--- src/rtl/chop_pkg.sv ---
package chop_pkg;
  typedef enum logic [1:0] {ST_IDLE, ST_BLANK, ST_ON, ST_OFF} st_e;
  typedef enum logic [1:0] {STY_SLOW, STY_FAST, STY_MIXED, STY_DIODE} sty_e;
  typedef enum logic [1:0] {PH_NONE, PH_DRIVE, PH_REV, PH_BRAKE} ph_e;

  localparam logic [1:0] SEL_FAST  = 2'b01;
  localparam logic [1:0] SEL_MIXED = 2'b10;

  // word layout {hs1, hs0, ls1, ls0}
  function automatic logic [3:0] gate_word(ph_e ph, logic pol);
    case (ph)
      PH_DRIVE: gate_word = pol ? 4'b0110 : 4'b1001;
      PH_REV:   gate_word = pol ? 4'b1001 : 4'b0110;
      PH_BRAKE: gate_word = 4'b0011;
      default:  gate_word = 4'b0000;
    endcase
  endfunction
endpackage

--- src/rtl/chop_ctrl.sv ---
module chop_ctrl
  import chop_pkg::*;
#(
  parameter int BLANK_CYC = 125,
  parameter int OFF_CYC   = 4400,
  parameter int TW        = 13
) (
  input  logic          clk_i,
  input  logic          rst_ni,
  input  logic          en_i,
  input  logic          trip_i,
  input  logic [1:0]    decay_sel_i,
  input  logic          sync_rect_i,
  input  logic          falling_i,
  input  logic          zero_cross_i,
  input  logic [TW-1:0] fast_len_i,
  output ph_e           phase_o
);
  localparam logic [TW-1:0] BLANK_LAST = TW'(BLANK_CYC - 1);
  localparam logic [TW-1:0] OFF_LAST   = TW'(OFF_CYC - 1);

  st_e           st_q;
  sty_e          sty_q, sty_d;
  logic [TW-1:0] cnt_q;
  logic          zc_q;
  logic          fast_act;

  always_comb begin
    if (!sync_rect_i)               sty_d = STY_DIODE;
    else if (!falling_i)            sty_d = STY_SLOW;
    else if (decay_sel_i == SEL_FAST)  sty_d = STY_FAST;
    else if (decay_sel_i == SEL_MIXED) sty_d = STY_MIXED;
    else                            sty_d = STY_SLOW;
  end

  assign fast_act = (st_q == ST_OFF) && !zc_q &&
                    ((sty_q == STY_FAST) || ((sty_q == STY_MIXED) && (cnt_q < fast_len_i)));

  always_ff @(posedge clk_i or negedge rst_ni) begin
    if (!rst_ni) begin
      st_q  <= ST_IDLE;
      sty_q <= STY_SLOW;
      cnt_q <= '0;
      zc_q  <= 1'b0;
    end else if (!en_i) begin
      st_q  <= ST_IDLE;
      cnt_q <= '0;
      zc_q  <= 1'b0;
    end else begin
      case (st_q)
        ST_IDLE: begin
          st_q  <= ST_BLANK;
          cnt_q <= '0;
        end
        ST_BLANK: begin
          if (cnt_q == BLANK_LAST) begin
            st_q  <= ST_ON;
            cnt_q <= '0;
          end else cnt_q <= cnt_q + 1'b1;
        end
        ST_ON: begin
          if (trip_i) begin
            st_q  <= ST_OFF;
            sty_q <= sty_d;
            cnt_q <= '0;
            zc_q  <= 1'b0;
          end
        end
        default: begin
          if (cnt_q == OFF_LAST) begin
            st_q  <= ST_BLANK;
            cnt_q <= '0;
            zc_q  <= 1'b0;
          end else begin
            cnt_q <= cnt_q + 1'b1;
            if (fast_act && zero_cross_i) zc_q <= 1'b1;
          end
        end
      endcase
    end
  end

  always_comb begin
    case (st_q)
      ST_IDLE:            phase_o = PH_NONE;
      ST_BLANK, ST_ON:    phase_o = PH_DRIVE;
      default: begin
        if (sty_q == STY_DIODE) phase_o = PH_NONE;
        else if (fast_act)      phase_o = PH_REV;
        else if (zc_q)          phase_o = PH_NONE;
        else                    phase_o = PH_BRAKE;
      end
    endcase
  end

  a_r2_blank_ignores_trip: assert property (@(posedge clk_i) disable iff (!rst_ni)
    (en_i && st_q == ST_BLANK) |=> (st_q == ST_BLANK || st_q == ST_ON || st_q == ST_IDLE));
  a_r3_off_ends: assert property (@(posedge clk_i) disable iff (!rst_ni)
    (en_i && st_q == ST_OFF && cnt_q == OFF_LAST) |=> st_q == ST_BLANK);
  a_r7_rising_slow: assert property (@(posedge clk_i) disable iff (!rst_ni)
    (en_i && st_q == ST_ON && trip_i && sync_rect_i && !falling_i) |=> sty_q == STY_SLOW);
  a_r8_diode_off: assert property (@(posedge clk_i) disable iff (!rst_ni)
    (en_i && st_q == ST_ON && trip_i && !sync_rect_i) |=> phase_o == PH_NONE);
  a_r11_disable_idle: assert property (@(posedge clk_i) disable iff (!rst_ni)
    !en_i |=> st_q == ST_IDLE);
endmodule

--- src/rtl/chop_gate.sv ---
module chop_gate
  import chop_pkg::*;
#(
  parameter int DEAD_CYC = 48
) (
  input  logic       clk_i,
  input  logic       rst_ni,
  input  logic       en_i,
  input  ph_e        phase_i,
  input  logic       pol_i,
  output logic [3:0] gates_o
);
  localparam int DW = $clog2(DEAD_CYC + 1);
  localparam logic [DW-1:0] DEAD_LOAD = DW'(DEAD_CYC - 1);

  logic [3:0]    tgt, last_q, out_q;
  logic [DW-1:0] dcnt_q;

  assign tgt = gate_word(phase_i, pol_i);

  always_ff @(posedge clk_i or negedge rst_ni) begin
    if (!rst_ni) begin
      last_q <= '0;
      out_q  <= '0;
      dcnt_q <= '0;
    end else begin
      last_q <= tgt;
      if (tgt != last_q) begin
        out_q  <= '0;
        dcnt_q <= (tgt == '0) ? '0 : DEAD_LOAD;
      end else if (dcnt_q != '0) begin
        out_q  <= '0;
        dcnt_q <= dcnt_q - 1'b1;
      end else begin
        out_q <= tgt;
      end
    end
  end

  assign gates_o = en_i ? out_q : 4'b0000;

  a_r9_no_shoot: assert property (@(posedge clk_i) disable iff (!rst_ni)
    !(gates_o[3] && gates_o[1]) && !(gates_o[2] && gates_o[0]));
  a_r9_dead_gap: assert property (@(posedge clk_i) disable iff (!rst_ni)
    (gates_o != 4'b0000 && $past(gates_o) != 4'b0000) |-> gates_o == $past(gates_o));
endmodule

--- src/rtl/chop_regulator.sv ---
module chop_regulator
  import chop_pkg::*;
#(
  parameter int BLANK_CYC = 125,
  parameter int OFF_CYC   = 4400,
  parameter int DEAD_CYC  = 48,
  localparam int TW = $clog2(((OFF_CYC > BLANK_CYC) ? OFF_CYC : BLANK_CYC) + 1)
) (
  input  logic          clk_i,
  input  logic          rst_ni,
  input  logic          en_i,
  input  logic          trip_i,
  input  logic [1:0]    decay_sel_i,
  input  logic          sync_rect_i,
  input  logic          i_falling_i,
  input  logic          polarity_i,
  input  logic          zero_cross_i,
  input  logic [TW-1:0] fast_len_i,
  output logic [1:0]    hs_o,
  output logic [1:0]    ls_o
);
  ph_e        phase;
  logic [3:0] gates;

  chop_ctrl #(.BLANK_CYC(BLANK_CYC), .OFF_CYC(OFF_CYC), .TW(TW)) u_ctrl (
    .clk_i       (clk_i),
    .rst_ni      (rst_ni),
    .en_i        (en_i),
    .trip_i      (trip_i),
    .decay_sel_i (decay_sel_i),
    .sync_rect_i (sync_rect_i),
    .falling_i   (i_falling_i),
    .zero_cross_i(zero_cross_i),
    .fast_len_i  (fast_len_i),
    .phase_o     (phase)
  );

  chop_gate #(.DEAD_CYC(DEAD_CYC)) u_gate (
    .clk_i  (clk_i),
    .rst_ni (rst_ni),
    .en_i   (en_i),
    .phase_i(phase),
    .pol_i  (polarity_i),
    .gates_o(gates)
  );

  assign hs_o = gates[3:2];
  assign ls_o = gates[1:0];

  a_r1_reset_off: assert property (@(posedge clk_i) disable iff (!rst_ni)
    $past(!en_i) && !en_i |-> (hs_o == 2'b00 && ls_o == 2'b00));
endmodule

--- config.mk ---
export PLATFORM = sky130hd
export DESIGN_NAME = chop_regulator
export DESIGN_NICKNAME = d
export VERILOG_FILES = /design/src/rtl/chop_pkg.sv /design/src/rtl/chop_ctrl.sv /design/src/rtl/chop_gate.sv /design/src/rtl/chop_regulator.sv
export SDC_FILE = /design/constraint.sdc
export NUM_CORES = 1
export LEC_CHECK = 0
export ABC_CLOCK_PERIOD_IN_PS = 2600
export BUFFER_PORTS_ARGS = -buffer_cell sky130_fd_sc_hd__buf_2
export CORE_ASPECT_RATIO = 1.75
export CORE_MARGIN = 1.5
export CORE_UTILIZATION = 27
export CTS_CLUSTER_DIAMETER = 50
export DETAILED_ROUTE_END_ITERATION = 16
export MAX_ROUTING_LAYER = met4
export SYNTH_ARGS = -nofsm -noshare
export SYNTH_HDL_FRONTEND = slang
export SYNTH_HIERARCHICAL = 1
export SYNTH_SLANG_ARGS = --single-unit
--- constraint.sdc ---
create_clock -name clk_i -period 2.6 [get_ports clk_i]
set_input_delay 0.13 -clock clk_i [delete_from_list [all_inputs] [get_ports clk_i]]
set_output_delay 0.13 -clock clk_i [all_outputs]
set_load 0.05 [all_outputs]
* After elaboration in Yosys (flattened, before gate mapping)
Cells that the tools add are included.
Operators by class: add/subtract/negate cells 2, multipliers 0, divide/modulo/power cells 0, order comparisons 1, equal/unequal tests 19, shift operators 0, mux-type cells 32, bitwise logic cells 0, reduce and logical (&&, ||, !) cells 15
Operators by type and width (number):
- $mux 13 | 4
- $pmux 13 s3 | 1
- $mux 2 | 11
- $mux 4 | 5
- $mux 6 | 3
- $eq 2x2->1 const B | 7
- $add 13x1->13 const B | 1
- $eq 13x13->1 const B | 1
- $eq 13x7->1 const B | 1
- $lt 13x13->1 | 1
- $pmux 4 s3 | 1
- $reduce_and 3->1 | 3
- $eq 2x1->1 const B | 4
- $pmux 2 s3 | 1
- $reduce_bool 6->1 | 1
- $sub 6x1->6 const B | 1
- $ne 5x1->1 const B | 1
- $logic_and 1x1->1 | 4
- $logic_not 4->1 | 1
- $mux 1 | 4
- $ne 4x1->1 const B | 1
- $ne 4x4->1 | 1
- $pmux 2 s2 | 1
- $reduce_or 2->1 | 2
- 8 further kinds | 8
Word-level totals: bits in registers 32, latch bits 0, RAM bits 0, ROM bits 0, input bits 23, output and inout bits 4, word-level logic and storage cells 76, memories 0

* Depth between registers and ports, before layout
Gate-level depths: netlist of the first run.
depth in word-level cells 12, depth in mapped cells 12, gate-level depth less buffers 12

* Modules after synthesis
Netlist of the first run, hierarchy kept.
By module, submodules not included:
- chop_ctrl | instances 1, cells each 171, area an instance 1485.2 sq um, seq. area each 450.4 sq um
- chop_gate | instances 1, cells each 70, area an instance 765.7 sq um, seq. area each 350.3 sq um

* Worst setup path after synthesis of the first run
Ideal clock, no wire load.
path type flip-flop to flip-flop, start register u_ctrl.cnt_q[12], end register u_gate.dcnt_q[0], setup time 0.079 ns, data arrival time 2.691 ns, required time 2.521 ns, slack -0.170 ns, cell stages (with the launch flop) 11, path buffers 0, clock period less this slack 2.770 ns, path through dfrtp_1 -> ha_1 -> and4_1 -> nand2_1 -> o311a_1 -> o2bb2ai_1 -> or4_1 -> a21oi_1 -> or4_4 -> nand2_8 -> mux2i_1
Between the ends: cells in the longest elaborated chain, start to end 12, elaborated cells on any way between the ends 16, classes of those cells order compare (1); eq/ne (4); mux (6); reduce/logical (5)
RTL lines:
- from (decl) | line chop_ctrl.sv:24 | logic [TW-1:0] cnt_q;
- from (signal assigned) | line chop_ctrl.sv:59 | end else cnt_q <= cnt_q + 1'b1;
- from (signal assigned) | line chop_ctrl.sv:75 | cnt_q <= cnt_q + 1'b1;
- $lt 13x13->1 (*) | line chop_ctrl.sv:37 | ((sty_q == STY_FAST) || ((sty_q == STY_MIXED) && (cnt_q < fast_len_i)));
- $logic_and 1x1->1 (*) | line chop_ctrl.sv:37
- $logic_or 1x1->1 (*) | line chop_ctrl.sv:37
- $logic_and 1x1->1 (*) | line chop_ctrl.sv:36 | assign fast_act = (st_q == ST_OFF) && !zc_q &&
- $mux 2 (*) | line chop_ctrl.sv:89 | else if (fast_act) phase_o = PH_REV;
- $mux 2 (*) | line chop_ctrl.sv:88 | if (sty_q == STY_DIODE) phase_o = PH_NONE;
- $pmux 2 s2 (*) | line chop_ctrl.sv:84 | case (st_q)
- net phase[0] | line chop_regulator.sv:22 | ph_e phase;
- $eq 2x2->1 / $eq 2x1->1 (equally long branches) | line chop_pkg.sv:11 | case (ph)
- $pmux 4 s3 (*) | line chop_pkg.sv:11
- $logic_not 4->1 | line chop_gate.sv:30 | dcnt_q <= (tgt == '0) ? '0 : DEAD_LOAD;
- $mux 6 | line chop_gate.sv:30
- $mux 6 | line chop_gate.sv:28 | if (tgt != last_q) begin
- to (signal assigned) | line chop_gate.sv:30
- to (signal assigned) | line chop_gate.sv:33 | dcnt_q <= dcnt_q - 1'b1;
- to (decl) | line chop_gate.sv:17 | logic [DW-1:0] dcnt_q;
The timed path passes the listed nets; every way through them passes the cells marked *. A chain may end at the register's enable or synchronous reset.

* Worst setup path after layout of the first run
start register u_ctrl.cnt_q[2], end register u_gate.dcnt_q[3]
The elaborated chain is that of the path after synthesis.

==> results of run 1 <==
==> layout make-up <==
class                           count  area, sq um  share of cell area (%)
Clock buffer                        8        146.4                   4.956
Multi-Input combinational cell    181         1488                   50.36
Timing Repair Buffer               50        312.8                   10.59
Inverter                           25        93.84                   3.177
Tap cell                           90        112.6                   3.812
Sequential cell                    32        800.8                   27.11
==> cells in the final DEF (no fill, tap or decap), types with 2 or more instances in the layout <==
cell type / n
o21ai_1: 2
nand2_1: 21
a31oi_4: 2
dfrtp_1: 32
nand3b_1: 5
buf_2: 26
inv_1: 24
and2_1: 5
a211oi_1: 2
clkbuf_16: 5
o21ai_0: 6
mux2i_1: 5
nand2b_1: 5
a21o_1: 2
or3_1: 2
ha_4: 3
nor2_1: 15
a21oi_1: 3
nand2_4: 2
nor2b_1: 2
xor2_1: 4
mux2_1: 2
o22ai_1: 4
o211ai_1: 5
ha_1: 18
nor3b_2: 4
o31ai_1: 2
nand4_1: 6
clkbuf_1: 2
or4_1: 3
nand3_1: 7
nor3_1: 4
a21oi_2: 3
buf_4: 23
and3_1: 2
nor4_1: 3
xnor2_1: 7
==> timing repair <==
| item | CTS | global route |
|---|---|---|
| hold endpoints to repair | 32 | 0 |
| gates cloned | 1 | 0 |
| buffers inserted | 1 | 1 |
| setup endpoints to repair | 10 | 10 |
| pin swaps | 6 | 11 |
| resized for setup | 8 | 12 |
| hold buffers | 1 | 0 |
==> kinds of logic after synthesis <==
logic type	count (synthesis)	share of synthesized area, %
simple gates	98	25.68
compound gates	41	13.45
flops	32	35.58
buf+inv	29	4.891
fa+ha+maj	21	11.67
xor+xnor	12	5.003
mux	8	3.724
==> cell usage after synthesis (2+ instances only) <==
library cell | instances | area, sq um
dfrtp_1 | 32 | 800.8
and2_1 | 5 | 31.28
nand3_1 | 7 | 35.03
nand3b_1 | 5 | 37.54
ha_1 | 21 | 262.8
nor3b_2 | 3 | 37.54
nor2b_1 | 2 | 12.51
o21ai_0 | 8 | 40.04
nand2b_1 | 6 | 37.54
a21oi_1 | 6 | 30.03
nor4_1 | 3 | 18.77
a31oi_1 | 2 | 12.51
xor2_1 | 4 | 35.03
o21ai_1 | 2 | 10.01
a21o_1 | 2 | 15.01
a211oi_1 | 2 | 15.01
o211ai_1 | 5 | 37.54
o31ai_1 | 2 | 15.01
o22ai_1 | 4 | 25.02
nand4_1 | 6 | 37.54
xnor2_1 | 7 | 61.31
nor2_1 | 15 | 56.30
and3_1 | 2 | 12.51
nor3_1 | 5 | 25.02
or4_1 | 3 | 22.52
or3_1 | 2 | 12.51
mux2_1 | 2 | 22.52
nor3b_1 | 2 | 15.01
clkbuf_1 | 2 | 7.510
mux2i_1 | 5 | 50.05
inv_1 | 24 | 90.09
nand2_1 | 22 | 82.58
==> per-stage QoR <==
| stage | total power (W) | setup slack [ns] | setup TNS (ns) |
|---|---|---|---|
| 3_3_place_gp | 0.001901 | -0.06908 | -0.3533 |
| 6_report | 0.002650 | -0.2034 | -1.409 |
| 5_1_grt | 0.002836 | -0.3135 | -2.386 |
| 3_5_place_dp | 0.001932 | -0.1898 | -1.244 |
| 2_1_floorplan | 0.001614 | 0.001322 | 0 |
| 4_1_cts | 0.002605 | -0.1323 | -0.6927 |
==> final timing paths <==
kind                                    end             from  slack (ns)
max in group asynchronous  u_gate/dcnt_q[5]           rst_ni        1.70
min in group asynchronous  u_gate/last_q[1]           rst_ni        0.44
setup / recovery           u_gate/dcnt_q[3]  u_ctrl/cnt_q[2]       -0.20
hold reg to reg                 u_ctrl/zc_q      u_ctrl/zc_q        0.50
setup reg to reg           u_gate/dcnt_q[3]  u_ctrl/cnt_q[2]       -0.20
hold / removal              u_ctrl/sty_q[1]      sync_rect_i        0.17
==> critical path, delay by kind of cell (launching register included) <==
family,cells,cell delay [ns]
mux,1,0.19
fa+ha+maj,1,0.30
flops,1,0.41
simple gates,5,1.00
compound gates,4,0.82
==> power by group <==
| part | internal, W | switching, W |
|---|---|---|
| Sequential | 0.000619 | 0.000121 |
| Clock | 0.000381 | 0.000206 |
| Combinational | 0.000639 | 0.000684 |
| Total | 0.00164 | 0.00101 |
==> registers in the layout (all words and copies together) (netlist names) <==
signal and cells:
u_ctrl/cnt_q 13, u_ctrl/st_q 2, u_ctrl/sty_q 2, u_ctrl/zc_q 1
u_gate/dcnt_q 6, u_gate/last_q 4, u_gate/out_q 4
==> metal layers <==
layer	wire length, microns	vias to the layer above
li1	-	968
met1	1977	955
met2	3053	36
met3	143	17
met4	177	0
met5	0	-
==> out/results.txt, run 1 <==
Outcome - complete, but fails checks
Failing checks - setup timing
Starting Density - 28.08%
Clk root buf - clkbuf_16
Final setup viols - 10
Max VDD drop - 0.5894 mV
Buffer depth of the longest clock path - 2
Detailed-route via count - 1,976
DRC viols - 0
Sequential fraction of the synthesis area - 35.58%
GR Layer Usage met1 - 13.39%
Fmax achieved - 356.7 MHz
Placed Cells - 374
Gpl congestion - 0.8753
Critical Path Max Stage Delay - 0.61 ns
Ys async rst share - 100.0%
Warnings from Yosys - 6
Worst EP required - 2.79 ns
Min cycle time layout - 2.803 ns
Post-Syn Area per Cell - 9.340 sq um
Unique masters post-synth - 55
Hold depth - 3
CP Launch Type - flop
Period utilization - 107.8%
Endpoint class of the critical path - flop
TritonCTS clock tree - yes
Placement Cell Area - 0.002654 sq mm
GR Overflow Total - 0
Final hold vios - 0
Clock sink total - 32
Fin cells - 386
Final instance area - 0.002954 sq mm
Clk_skew - 0.007005 ns
Vias per Instance - 5.119
Power density cells - 897.0 mW/mm^2
Antenna cells - 0
FP Rows - 43
Post-synth EDFFs - 0
Vias in the first global route - 2,085
Ports - 27
Fraction of layout cells with a size suffix above 1 - 28.04%
Grt met3 use - 2.670%
Final wirelength - 5351 microns
Pin count of the biggest net entering global routing - 33
Prevailing post-synth register cell - dfrtp_1
DR WL/cell - 13.86 microns
FF+latch count, synth - 32
Final Util - 36.85%
Worst skew pair latency - 0.28 ns
CP max FO - 6
Core Box Area - 0.008016 sq mm
Pin slew with the least headroom to its limit - 0.7178 ns
Worst hold path type - in2reg
CP cell instances - ha_4 > nand2_4 > o21ai_4 > a31oi_4 > o311a_1 > o2bb2ai_4 > nand2b_4 > nor3_2 > or4_4 > nand2_8 > mux2i_1
Slew headroom - 52.15%
Crit-path slowest cell - or4_4
Routed Antenna Nets - 0
Met2 global-route usage - 24.77%
# nets final - 339
Syn nets - 285
Starting DRT DRC Count - 51
Syn Std Cell Area - 0.002251 sq mm
RSZ-0062 raised after global routing - true
First-pass DRT Iterations - 4
Leakage power - 1.380 nW
Max_cap viols - 0
Max-slew violations - 0
IO Port Bufs - 26
GRT Resource Usage Total - 13.57%
GR peak layer - met2
Die area - 0.008915 sq mm
Clk slew on worst S/H paths - 0.05 ns
DPL Wire Length - 3994 microns
Final worst slack - -0.2034 ns
Crit path DAT - 3.00 ns
First-pass GRT wire length - 9225 microns
Hold WS - 0.1722 ns
Syn Inst Count - 241
Area growth syn-to-layout - 31.24%
Die height - 123.8 microns
Reg2reg path depth - 11
FILL cells - 786
CTS buffer count - 5
Initial antenna violation count - 0
Setup CP Type - reg2reg
Die width - 72.02 microns
H-tree depth - 2
Power figures use the tool's default switching activity.
==> run 2, diff against run 1 <==
ABC_CLOCK_PERIOD_IN_PS = 2560   (was 2600)
CORE_UTILIZATION = 35   (was 27)
SYNTH_HIERARCHICAL = default   (was 1)
clock period = 2.56 ns   (was 2.6 ns; I/O delays follow)
==> out/results.txt, run 2 <==
Area growth syn-to-layout - 21.72%
Pin slew with the least headroom to its limit - 0.7269 ns
Critical Path Max Stage Delay - 0.44 ns
Prevailing post-synth register cell - dfrtp_1
GR Overflow Total - 0
Clk root buf - clkbuf_16
Core Box Area - 0.006539 sq mm
Clock sink total - 32
First-pass DRT Iterations - 4
Detailed-route via count - 2,091
FF+latch count, synth - 32
R2R Setup Slk - 0.16 ns
CP Launch Type - flop
CP Buf/Inv Count - 0
Post CTS Setup Buffer Count - 0
Synth top area cells - dfrtp_1 (34%), ha_1 (11%), nand2_1 (4.0%), inv_1 (3.2%), nor2_1 (3.0%)
Max_cap viols - 0
Starting Density - 36.30%
CP max FO - 6
CP cell instances - ha_1 > nand2b_1 > or4_1 > o311a_1 > and4_4 > or3_4 > a2111oi_4
Sequential share of power - 31.5%
Area leader, netlist - dfrtp_1
Vias per Instance - 5.321
Commonest non-fill, non-tap cells in the layout - dfrtp_1 (31), buf_2 (26), nand2_1 (25), ha_1 (20)
Crit path DAT - 2.57 ns
DR WL/cell - 14.70 microns
Min cycle time layout - 2.395 ns
Clock power share - 25.2%
Synth top cells by count - dfrtp_1 (32), nand2_1 (25), ha_1 (21), inv_1 (20), nor2_1 (19)
Final Util - 44.18%
Crit path max-delay family - simple AND/OR/NAND/NOR gates
Top flop regs - u_ctrl.cnt_q x13, u_gate.dcnt_q x6
Pin count of the biggest net entering global routing - 33
Worst EP required - 2.73 ns
Worst Setup SP - u_ctrl.st_q[0]
Max-slew violations - 0
Fraction of layout cells with a size suffix above 1 - 23.47%
Syn Std Cell Area - 0.002374 sq mm
Buffer depth of the longest clock path - 2
Outcome - completed
Routed Antenna Nets - 0
Final instance area - 0.002889 sq mm
Final hold vios - 0
CTS buffer count - 5
IO Port Bufs - 26
Final wirelength - 5778 microns
Syn nets - 308
GRT Resource Usage Total - 17.65%
TritonCTS clock tree - yes
Power density cells - 824.9 mW/mm^2
Max reg flops - 13
Starting DRT DRC Count - 101
# nets final - 354
Total power - 0.002383 W
Warnings from Yosys - 0
Unique masters post-synth - 56
Final setup viols - 0
Endpoint class of the critical path - flop
Initial antenna violation count - 0
Most common cell after layout, fill and taps aside - dfrtp_1
Post-Syn Area per Cell - 8.991 sq um
Int Power - 0.001478 W
Area share of the largest cell type after synthesis - 33.74%
Worst hold path type - in2reg
Ports - 27
RSZ-0062 raised after global routing - false
Antenna cells - 0
Clk_skew - 0.005158 ns
Worst skew pair latency - 0.28 ns
Most flops, register - u_ctrl.cnt_q
Die height - 111.9 microns
Die area - 0.007304 sq mm
Placement Cell Area - 0.002716 sq mm
Setup TNS - 0 ns
Fmax achieved - 417.5 MHz
H-tree depth - 2
DRC viols - 0
First-pass GRT wire length - 9646 microns
Gpl congestion - 0.8682
Post-synth EDFFs - 0
Ys async rst share - 100.0%
Worst hold start - zero_cross_i
Crit-path slowest cell - dfrtp_2
Die width - 65.25 microns
Vias in the first global route - 2,124
Period utilization - 93.57%
Worst reg2reg path startpoint - u_ctrl.st_q[0]
NetSw - 0.0009052 W
Clk slew on worst S/H paths - 0.06 ns
Combinational share of power - 43.3%
Max VDD drop - 0.5524 mV
Sequential fraction of the synthesis area - 33.74%
DPL Wire Length - 4606 microns
Sw frac - 37.99%
Most common cell in the synthesized netlist - dfrtp_1
Leakage power - 1.332 nW
FP Rows - 39
Syn Inst Count - 264
Setup CP Type - reg2reg
Slew headroom - 51.54%
run 2: logic make-up (layout without fill, tap and decap cells):
logic type,after synthesis,count (layout),share of synthesized area (%)
buffers and inverters,27,74,4.375
muxes,4,4,1.792
DFF,32,32,33.74
AOI/OAI and AO/OA,59,59,18.19
adders and majority gates,21,21,11.07
xor gates and xnor gates,11,11,4.059
and+or+nand+nor,110,110,26.78
run 2: layout make-up:
type	count	area, sq um
fillers	657	3650
inverters	21	78.83
clock buffers	6	138.9
multi-input cells	205	1481
well taps	82	102.6
flip-flops and latches	32	802.0
repair buffers	45	275.3
clock inverters	2	10.01
run 2: layer usage:
metal	vias up	share of wire, %	global-route usage, %
met5	-	0	-
met4	0	3.1	8.333
met3	10	2.9	2.424
met2	31	58	34.08
met1	1003	36	16.12
li1	1047	-	-
run 2: path summary, 6_finish.rpt:
check	cells after the start	end
setup / recovery	7	u_gate.out_q[2]
hold / removal	3	u_ctrl.zc_q
setup reg to reg	7	u_gate.out_q[2]
hold reg to reg	1	u_ctrl.sty_q[1]
max in group asynchronous	2	u_ctrl.st_q[0]
min in group asynchronous	2	u_ctrl.cnt_q[10]
run 2: what timing repair did:
item	CTS	global route
endpoints found under the hold margin	32	0
hold buffers	1	0
resized for setup	0	3
setup endpoints to repair	0	5
run 2: power by group through the flow:
stage | Combinational, W | Clock (W) | Sequential (W)
finish | 0.00103 | 0.000600 | 0.000751
floorplan | 0.000771 | 0 | 0.000719
global route | 0.00117 | 0.000636 | 0.000768
CTS | 0.00103 | 0.000617 | 0.000747
detailed placement | 0.00102 | 0 | 0.000755
global placement | 0.00100 | 0 | 0.000755
run 2: worst register-to-register path, cell delays in order (launching register included):
cell and delay (ns):
dfrtp_2 0.44, ha_1 0.26, nand2b_1 0.18, or4_1 0.40, o311a_1 0.14, and4_4 0.20, or3_4 0.39, a2111oi_4 0.28
run 2: stage by stage:
step / setup slack (ns) / instances / hold slack [ns]
after floorplan: 0.1943 / 264 / -0.1676
after global placement: 0.1335 / 384 / 0.2379
after global routing: 0.01618 / 393 / 0.1866
final: 0.1645 / 393 / 0.1485
after detailed placement: 0.07570 / 384 / 0.2525
after CTS: 0.06163 / 393 / 0.1523
==> run 3, diff against run 2 <==
CTS_BUF_LIST = sky130_fd_sc_hd__clkbuf_8   (was default)
==> out/results.txt, run 3 (same netlist as run 2, synthesis figures left out) <==
Outcome - completed
H-tree depth - 2
Footprint of the multi-input gates - 0.001481 sq mm
Antenna cells - 0
DR WL/cell - 14.68 microns
Placed Cells - 384
CTS buffer count - 5
Final wirelength - 5769 microns
Initial antenna violation count - 0
CP max FO - 6
Period utilization - 93.71%
GR Overflow Total - 0
FILL cells - 662
Slew headroom - 51.98%
Die area - 0.007304 sq mm
Core Box Area - 0.006539 sq mm
Commonest non-fill, non-tap cells in the layout - dfrtp_1 (31), buf_2 (26), nand2_1 (25), ha_1 (20)
Worst EP required - 2.74 ns
Worst skew pair latency - 0.29 ns
DPL Wire Length - 4606 microns
Hold WS - 0.1363 ns
Clock sink total - 32
Power density cells - 773.7 mW/mm^2
Starting Density - 36.30%
Max reg flops - 13
Detailed-route via count - 2,087
Fmax achieved - 416.8 MHz
Fin cells - 393
Ports - 27
Top flop regs - u_ctrl.cnt_q x13, u_gate.dcnt_q x6
First-pass GRT wire length - 9625 microns
Vias per Instance - 5.310
IO Port Bufs - 26
Fraction of layout cells with a size suffix above 1 - 23.47%
GR Layer Usage met1 - 15.99%
Die width - 65.25 microns
Min cycle time layout - 2.399 ns
GRT Resource Usage Total - 17.60%
First-pass DRT Iterations - 4
CP Launch Type - flop
FF+latch area - 802.0 sq um
Setup TNS - 0 ns
Grt met3 use - 2.727%
Final hold vios - 0
Leakage power - 1.306 nW
Most common cell after layout, fill and taps aside - dfrtp_1
Max VDD drop - 0.5518 mV
Final setup viols - 0
Endpoint class of the critical path - flop
Starting DRT DRC Count - 111
Crit path DAT - 2.58 ns
Most flops, register - u_ctrl.cnt_q
FP Rows - 39
Max-slew violations - 0
Clk root buf - clkbuf_8
Worst hold path type - in2reg
Clk_skew - 0.008516 ns
Buffer depth of the longest clock path - 2
GR peak layer - met2
Setup CP Type - reg2reg
RSZ-0062 raised after global routing - false
TritonCTS clock tree - yes
Routed Antenna Nets - 0
# nets final - 354
DRC viols - 0
Die height - 111.9 microns
Post CTS Setup Buffer Count - 0
Gpl congestion - 0.8682
Met2 global-route usage - 34.08%
Vias in the first global route - 2,125
Pin count of the biggest net entering global routing - 33
Clk slew on worst S/H paths - 0.07 ns
Area growth syn-to-layout - 19.35%
Pin slew with the least headroom to its limit - 0.7203 ns
Max_cap viols - 0
## run 3: cell count changes in the layout (fill, tap and decap cells not counted)
| cell | before | now |
|---|---|---|
| clkbuf_8 | 1 | 6 |
| clkbuf_16 | 5 | 0 |
## run 3: final timing paths
| check | startpoint | end | slack [ns] | cells past startpoint |
|---|---|---|---|---|
| setup / recovery | u_ctrl.st_q[0] | u_gate.out_q[2] | 0.16 | 7 |
| hold / removal | zero_cross_i | u_ctrl.zc_q | 0.14 | 3 |
| setup reg to reg | u_ctrl.st_q[0] | u_gate.out_q[2] | 0.16 | 7 |
| hold reg to reg | u_ctrl.sty_q[1] | u_ctrl.sty_q[1] | 0.57 | 1 |
| max in group asynchronous | rst_ni | u_ctrl.st_q[0] | 1.61 | 2 |
| min in group asynchronous | rst_ni | u_ctrl.cnt_q[10] | 0.43 | 2 |
## run 3: per-stage QoR
| step | power, W | utilization, % | area, sq um | worst slack [ns] |
|---|---|---|---|---|
| 3_5_place_dp | 0.001775 | 41.54 | 2716 | 0.07570 |
| 2_1_floorplan | 0.001490 | - | 2374 | 0.1943 |
| 6_report | 0.002192 | 43.32 | 2833 | 0.1609 |
| 4_1_cts | 0.002198 | 43.11 | 2819 | 0.05906 |
| 3_3_place_gp | 0.001758 | 41.54 | 2716 | 0.1335 |
| 5_1_grt | 0.002380 | 43.32 | 2833 | 0.01557 |
## run 3: critical path, stage by stage (launching register included)
cell and delay, ns:
dfrtp_2 0.45, ha_1 0.26, nand2b_1 0.17, or4_1 0.40
o311a_1 0.14, and4_4 0.20, or3_4 0.39, a2111oi_4 0.28
## run 3: power by group
| part | switching (W) | leakage (nW) | total [W] | internal [W] |
|---|---|---|---|---|
| logic | 0.000556 | 0.828 | 0.00103 | 0.000476 |
| clock network | 0.000194 | 0.0510 | 0.000408 | 0.000214 |
| registers | 0.000134 | 0.427 | 0.000752 | 0.000618 |
## run 3: what timing repair did
item,CTS,global route
hold buffers,1,0
endpoints found under the hold margin,32,0
setup endpoints to repair,0,5
gates resized for setup,0,3
## run 3: routing by layer
metal	share of wire [%]	vias up
li1	-	1045
met1	36	997
met2	58	35
met3	3.0	10
met4	3.0	0
met5	0	-
## run 3: area by class of cell
type	instances	share of cell area [%]
clock buffer	6	2.915
clock inverter	2	0.3534
inverter	21	2.783
multi-input combinational	205	52.30
sequential	32	28.31
tap	82	3.622
timing repair buffer	45	9.717
